--- src/rtl/bat_pkg.sv ---
package bat_pkg;

  // Register format of one translation pair (bit 0 = least significant)
  localparam int WORD_W  = 32;
  localparam int OFFS_W  = 17;  // always-pass-through offset bits
  localparam int LEN_W   = 11;  // block length field width
  localparam int LEN_LSB = 2;   // length field position in the upper word
  localparam int VS_BIT  = 1;   // supervisor enable in the upper word
  localparam int VP_BIT  = 0;   // problem-state enable in the upper word
  localparam int PROT_W  = 2;   // rights code in lower word bits PROT_W-1:0

  // Strobes from control to one entry of the datapath
  typedef struct packed {
    logic loadUpper;
    logic loadLower;
    logic selVp;     // 1: gate on the problem-state enable bit
  } bat_strobe_t;

endpackage

--- src/rtl/bat_ctrl.sv ---
module bat_ctrl
  import bat_pkg::*;
#(
  parameter int ENTRIES = 4,
  localparam int IDX_W = (ENTRIES > 1) ? $clog2(ENTRIES) : 1
) (
  input  logic             wrEn,
  input  logic [IDX_W-1:0] wrIdx,
  input  logic             wrUpper,
  input  logic             probState,
  output bat_strobe_t      strobes [ENTRIES]
);

  // Decode the write port into one pair of load strobes per entry and
  // distribute the privilege selection to every entry.
  always_comb begin
    for (int i = 0; i < ENTRIES; i++) begin
      strobes[i].loadUpper = wrEn &  wrUpper & (wrIdx == IDX_W'(i));
      strobes[i].loadLower = wrEn & ~wrUpper & (wrIdx == IDX_W'(i));
      strobes[i].selVp     = probState;
    end
  end

endmodule

--- src/rtl/bat_entry.sv ---
module bat_entry
  import bat_pkg::*;
(
  input  logic              clk,
  input  logic              rstN,
  input  bat_strobe_t       strobe,
  input  logic [WORD_W-1:0] wrData,
  input  logic [WORD_W-1:0] ea,
  output logic              matchOk,
  output logic [WORD_W-1:0] raOut,
  output logic [PROT_W-1:0] protOut
);

  localparam logic [WORD_W-1:0] LOW_MASK = WORD_W'({OFFS_W{1'b1}});

  logic [WORD_W-1:0] upperQ, lowerQ;
  logic [WORD_W-1:0] offMask;
  logic              enabled;

  always_ff @(posedge clk) begin
    if (!rstN) begin
      upperQ <= '0;
      lowerQ <= '0;
    end else begin
      if (strobe.loadUpper) upperQ <= wrData;
      if (strobe.loadLower) lowerQ <= wrData;
    end
  end

  // Offset mask: length field directly above the fixed pass-through ones
  assign offMask = WORD_W'({upperQ[LEN_LSB +: LEN_W], {OFFS_W{1'b1}}});
  assign enabled = strobe.selVp ? upperQ[VP_BIT] : upperQ[VS_BIT];

  assign matchOk = enabled && ((ea & ~offMask) == (upperQ & ~LOW_MASK));
  assign raOut   = (ea & offMask) | (lowerQ & ~LOW_MASK);
  assign protOut = lowerQ[PROT_W-1:0];


  load_upper_chk: assert property (@(posedge clk) disable iff (!rstN)
    strobe.loadUpper |=> (upperQ == $past(wrData)));


  load_lower_chk: assert property (@(posedge clk) disable iff (!rstN)
    strobe.loadLower |=> (lowerQ == $past(wrData)));


  hold_pair_chk: assert property (@(posedge clk) disable iff (!rstN)
    (!strobe.loadUpper && !strobe.loadLower) |=> ($stable(upperQ) && $stable(lowerQ)));

endmodule

--- src/rtl/bat_pick.sv ---
module bat_pick
  import bat_pkg::*;
#(
  parameter int ENTRIES = 4
) (
  input  logic               clk,
  input  logic               rstN,
  input  logic [ENTRIES-1:0] matchVec,
  input  logic [WORD_W-1:0]  raVec   [ENTRIES],
  input  logic [PROT_W-1:0]  protVec [ENTRIES],
  output logic               hit,
  output logic [WORD_W-1:0]  ra,
  output logic [PROT_W-1:0]  prot
);

  // Scan from the top index down so the lowest matching index is kept last
  always_comb begin
    hit  = 1'b0;
    ra   = '0;
    prot = '0;
    for (int i = ENTRIES - 1; i >= 0; i--) begin
      if (matchVec[i]) begin
        hit  = 1'b1;
        ra   = raVec[i];
        prot = protVec[i];
      end
    end
  end


  lowest_wins_chk: assert property (@(posedge clk) disable iff (!rstN)
    matchVec[0] |-> (hit && ra == raVec[0] && prot == protVec[0]));

endmodule

--- src/rtl/bat_datapath.sv ---
module bat_datapath
  import bat_pkg::*;
#(
  parameter int ENTRIES = 4
) (
  input  logic              clk,
  input  logic              rstN,
  input  bat_strobe_t       strobes [ENTRIES],
  input  logic [WORD_W-1:0] wrData,
  input  logic [WORD_W-1:0] ea,
  output logic              hit,
  output logic [WORD_W-1:0] ra,
  output logic [PROT_W-1:0] prot
);

  logic [ENTRIES-1:0] matchVec;
  logic [WORD_W-1:0]  raVec   [ENTRIES];
  logic [PROT_W-1:0]  protVec [ENTRIES];

  for (genvar g = 0; g < ENTRIES; g++) begin : gEntry
    bat_entry uEntry (
      .clk     (clk),
      .rstN    (rstN),
      .strobe  (strobes[g]),
      .wrData  (wrData),
      .ea      (ea),
      .matchOk (matchVec[g]),
      .raOut   (raVec[g]),
      .protOut (protVec[g])
    );
  end

  bat_pick #(.ENTRIES(ENTRIES)) uPick (
    .clk      (clk),
    .rstN     (rstN),
    .matchVec (matchVec),
    .raVec    (raVec),
    .protVec  (protVec),
    .hit      (hit),
    .ra       (ra),
    .prot     (prot)
  );

endmodule

--- src/rtl/bat_xlate.sv ---
module bat_xlate
  import bat_pkg::*;
#(
  parameter int ENTRIES = 4,
  localparam int IDX_W = (ENTRIES > 1) ? $clog2(ENTRIES) : 1
) (
  input  logic              clk,
  input  logic              rstN,
  input  logic              wrEn,
  input  logic [IDX_W-1:0]  wrIdx,
  input  logic              wrUpper,
  input  logic [WORD_W-1:0] wrData,
  input  logic              probState,
  input  logic [WORD_W-1:0] lookupEa,
  output logic              hit,
  output logic [WORD_W-1:0] realAddr,
  output logic [PROT_W-1:0] prot
);

  bat_strobe_t strobes [ENTRIES];

  bat_ctrl #(.ENTRIES(ENTRIES)) uCtrl (
    .wrEn      (wrEn),
    .wrIdx     (wrIdx),
    .wrUpper   (wrUpper),
    .probState (probState),
    .strobes   (strobes)
  );

  bat_datapath #(.ENTRIES(ENTRIES)) uDatapath (
    .clk     (clk),
    .rstN    (rstN),
    .strobes (strobes),
    .wrData  (wrData),
    .ea      (lookupEa),
    .hit     (hit),
    .ra      (realAddr),
    .prot    (prot)
  );


  offset_pass_chk: assert property (@(posedge clk) disable iff (!rstN)
    hit |-> (realAddr[OFFS_W-1:0] == lookupEa[OFFS_W-1:0]));


  miss_quiet_chk: assert property (@(posedge clk) disable iff (!rstN)
    !hit |-> (realAddr == '0 && prot == '0));

endmodule

--- config.mk ---
export PLATFORM = sky130hd
export DESIGN_NAME = bat_xlate
export DESIGN_NICKNAME = d
export VERILOG_FILES = /design/src/rtl/bat_pkg.sv /design/src/rtl/bat_ctrl.sv /design/src/rtl/bat_entry.sv /design/src/rtl/bat_pick.sv /design/src/rtl/bat_datapath.sv /design/src/rtl/bat_xlate.sv
export SDC_FILE = /design/constraint.sdc
export NUM_CORES = 1
export LEC_CHECK = 0
export ABC_CLOCK_PERIOD_IN_PS = 2750
export BUFFER_PORTS_ARGS = -buffer_cell sky130_fd_sc_hd__buf_2
export CORE_MARGIN = 1
export CORE_UTILIZATION = 53
export CTS_CLUSTER_DIAMETER = 200
export DETAILED_ROUTE_END_ITERATION = 10
export PLACE_DENSITY_LB_ADDON = 0.1
export SLEW_MARGIN = 0
export SYNTH_ARGS = -nofsm -noshare
export SYNTH_HDL_FRONTEND = slang
export SYNTH_SLANG_ARGS = --single-unit
--- constraint.sdc ---
create_clock -name clk -period 2.75 [get_ports clk]
set_input_delay 0.55 -clock clk [delete_from_list [all_inputs] [get_ports clk]]
set_output_delay 0.55 -clock clk [all_outputs]
set_load 0.02 [all_outputs]
==> key figures <==
Status
  • Outcome: complete, but fails checks
  • Violated checks: negative setup slack

GRT
  • Largest net degree at the start of global routing: 63
  • Routing usage on met1: 43.58%
  • Initial antenna violation count: 1
  • Gr ovfl total: 0
  • Global-route wire length before repair: roughly 42,000 um
  • Vias in the first global route: 7,507
  • Global route hottest layer: met2
  • Met3 usage: 6.235%
  • Total track usage: 34.25%
  • GRT met2 Usage: 57.46%

Logic synthesis
  • Share of the synthesized area in the top cell type: 41.86%
  • Cell count after synthesis: 1,096
  • Yosys reg bits: 180
  • Syn_area_per_cell: 7.854 sq um
  • Synth cell types: 32
  • Post-synthesis sequential area ratio: 41.86%
  • Syn_nets: 1,167
  • Top post-synthesis cells by area: dfxtp_1, nand2_1, a21boi_0
  • Synth warn: 0
  • Area of the mapped netlist: roughly 8600 sq um
  • Yosys top cell by area: dfxtp_1

Min path
  • Worst hold start: wrData[10]
  • Hold path cells: 3
  • Hold WC Path Type: input port to flop
  • WHS Endpoint: uDatapath.gEntry[3].uEntry.upperQ[10]$_SDFFE_PN0P_

Clock tree
  • Worst-path clk slew: around 70 ps
  • Clock sinks: 180
  • Worst-Skew Late Latency: 440 ps
  • Clock buffer depth: 2
  • Maximum level of the CTS H-tree: 4
  • Clock tree root driver cell: clkbuf_16
  • Hold_buf cts: 0
  • TritonCTS clock tree: done
  • Inserted Clock Buffers: 17

Finish
  • Area delta synth->final: 34.97%
  • Layout cells sized above 1: 28.31%
  • Most frequent cells in the layout: nand2_1, a21boi_0, dfxtp_1
  • Layout Nets: 1,326
  • Multi-input logic area: 5238 sq um
  • Finished Cell Area: 11,620 sq um
  • FF/Latch Area: 3612 sq um
  • Final core utilization: roughly 73%
  • Non-Filler Instances: about 1,500
  • Filler cells: ~1,200
  • Commonest non-fill, non-tap cell in the layout: nand2_1

STA
  • RSZ-0062 raised after global routing: true
  • Final worst slack: -481.9 ps
  • Period utilisation layout: 117.5%
  • Max Clock Skew: 0 ps
  • Hold Vio Cnt, Final: 0
  • Minimum clock period after layout: approximately 3200 ps
  • Worst slew pin tran: 593.2 ps
  • Fmax: 0.3094 GHz
  • Fin. max-slew vios: 0
  • Final setup fails: 35
  • Max-slew headroom: 60.45%

Detailed routing
  • DR iter-0 viols: ~650
  • First-pass DRT Iterations: 6
  • Final WL: 28,300 um
  • Routed vias/inst: approximately 5.5
  • Post-DRT Antenna Nets: 0
  • Remaining DRCs: 0
  • Wire per inst: 19.06 um
  • Routed via count: 8,124

Critical path
  • FF-to-FF path depth: 3
  • Setup crit start kind: flop
  • Crit Path Class: flop to primary output
  • Critical Path RT: 2200 ps
  • Worst path arrival time: 2680 ps
  • R2R Path Start: uDatapath.gEntry[3].uEntry.upperQ[2]$_SDFFE_PN0P_
  • Reg2reg end: uDatapath.gEntry[3].uEntry.upperQ[2]$_SDFFE_PN0P_
  • Endpoint type of the worst setup path: primary output
  • Crit Path Max Fanout: 8
  • R2R Setup Slk: 1920 ps

Pwr
  • Clock share of power: 43.5%
  • Net Switching: roughly 1.4 mW
  • Combinational share of power: 9.7%
  • Int Pwr: between 4 and 5 mW
  • Pwr Density: around 500 nW/um^2
  • Sequential power share: 46.9%
  • Switching share of power: 24.41%
  • Lkg Pwr: around 4.3 nW
  • VDD IR max: 0.0004580 V
  • Overall power: 5.753 mW

Placed design
  • Final GP Congestion: 0.8632
  • Number of port buffers: roughly 100
  • Area after DPL: 10000 sq um
  • Placed cell count: 1,426
  • DP HPWL: about 17,000 um
  • Dpl ws: -563.7 ps

Floorplan
  • Chip Width: ~130 um
  • Die area: 16,760 sq um
  • Die H: 129.4 um
  • Core ar.: approximately 16,000 sq um
  • Initial Util: 54.19%
  • Num rows: 46
  • Io pins: between 100 and 150

Flow run
  • Maxcap violations: 0
worst max-delay path, stage by stage (launching register included):
cell and delay, ps:
dfxtp_2 330, xor2_2 140, nor2_2 210, nand4_1 220, nor4_4 360, buf_4 190
o21a_4 300, buf_4 180, nand2_4 50, a21oi_4 140, buf_6 130
Yosys cell counts, drive strengths merged:
| master | instances |
|---|---|
| a2111oi | 2 |
| a21o | 2 |
| or4 | 2 |
| nand2 | 382 |
| nand3b | 1 |
| a21boi | 180 |
| clkbuf | 72 |
| nand3 | 6 |
| inv | 3 |
| dfxtp | 180 |
| o2111ai | 2 |
| nor2b | 64 |
| nand2b | 8 |
| o21ai | 1 |
| nand4 | 10 |
| a21oi | 57 |
| mux2i | 3 |
| nor3 | 2 |
| xnor2 | 50 |
| a311oi | 11 |
| a211o | 11 |
| xor2 | 8 |
| mux2 | 4 |
| a211oi | 1 |
| nor4 | 5 |
| buf | 6 |
| o21a | 1 |
| nor2 | 22 |
timing repair:
action,in CTS,in global routing
setup buffers,15,5
cloned,8,2
pin swaps,31,22
hold endpoints to repair,0,0
endpoints found under the setup margin,35,35
gates resized for setup,124,58
power groups by stage:
stage                     clock [mW]  combinational [mW]  sequential (mW)
final                           2.50               0.556             2.70
after global routing            2.64               0.597             2.70
after CTS                       2.52               0.536             2.69
after detailed placement           0               0.515             2.75
after global placement             0               0.512             2.75
after floorplan                    0               0.297             2.75
routing by layer:
metal	part of all wire [%]	routed length (um)	up-vias
li1	-	-	3930
met5	0	0	-
met1	42	11920	3866
met4	2.8	794	0
met3	6.3	1788	44
met2	49	13810	284
per-stage QoR:
| stage | setup TNS (ps) | hold slack (ps) |
|---|---|---|
| 3_5_place_dp | -17060 | 454.6 |
| 2_1_floorplan | 0 | 438.3 |
| 3_3_place_gp | -15220 | 446.5 |
| 5_1_grt | -17800 | 387.8 |
| 6_report | -15100 | 395.0 |
| 4_1_cts | -12610 | 383.7 |
area by class of cell:
| type | instances | share of cell area, % |
|---|---|---|
| sequential | 180 | 31.09 |
| tap | 216 | 2.326 |
| clock buffer | 18 | 3.780 |
| timing repair buffer | 217 | 16.22 |
| clock inverter | 14 | 1.389 |
| antenna | 1 | 0.02154 |
| inverter | 3 | 0.09692 |
| multi-input combinational | 836 | 45.08 |
flip-flops by register name, summed over array words and instances (netlist names):
signal / cells
uDatapath.gEntry.uEntry.upperQ: 112
uDatapath.gEntry.uEntry.lowerQ: 68
worst max-delay path by stage:
stage	cells after the start	to	startpoint
6_report	10	prot[0]	uDatapath.gEntry[2].uEntry.upperQ[31]$_SDFFE_PN0P_
5_1_grt	12	realAddr[17]	uDatapath.gEntry[2].uEntry.upperQ[8]$_SDFFE_PN0P_
4_1_cts	9	realAddr[26]	uDatapath.gEntry[3].uEntry.upperQ[29]$_SDFFE_PN0P_
3_5_place_dp	10	realAddr[31]	lookupEa[27]
3_3_place_gp	12	realAddr[0]	lookupEa[24]
2_1_floorplan	9	realAddr[22]	probState
kinds of logic (layout without fill, tap and decap cells):
group | count (synthesis) | after routing | share of synthesized area [%]
xor+xnor | 58 | 58 | 5.901
flops | 180 | 180 | 41.86
other cells | 0 | 1 | 0
buf+inv | 81 | 252 | 3.982
simple gates | 502 | 502 | 25.23
compound gates | 268 | 269 | 22.15
mux | 7 | 7 | 0.8721
(Power assumes the default switching activity.)
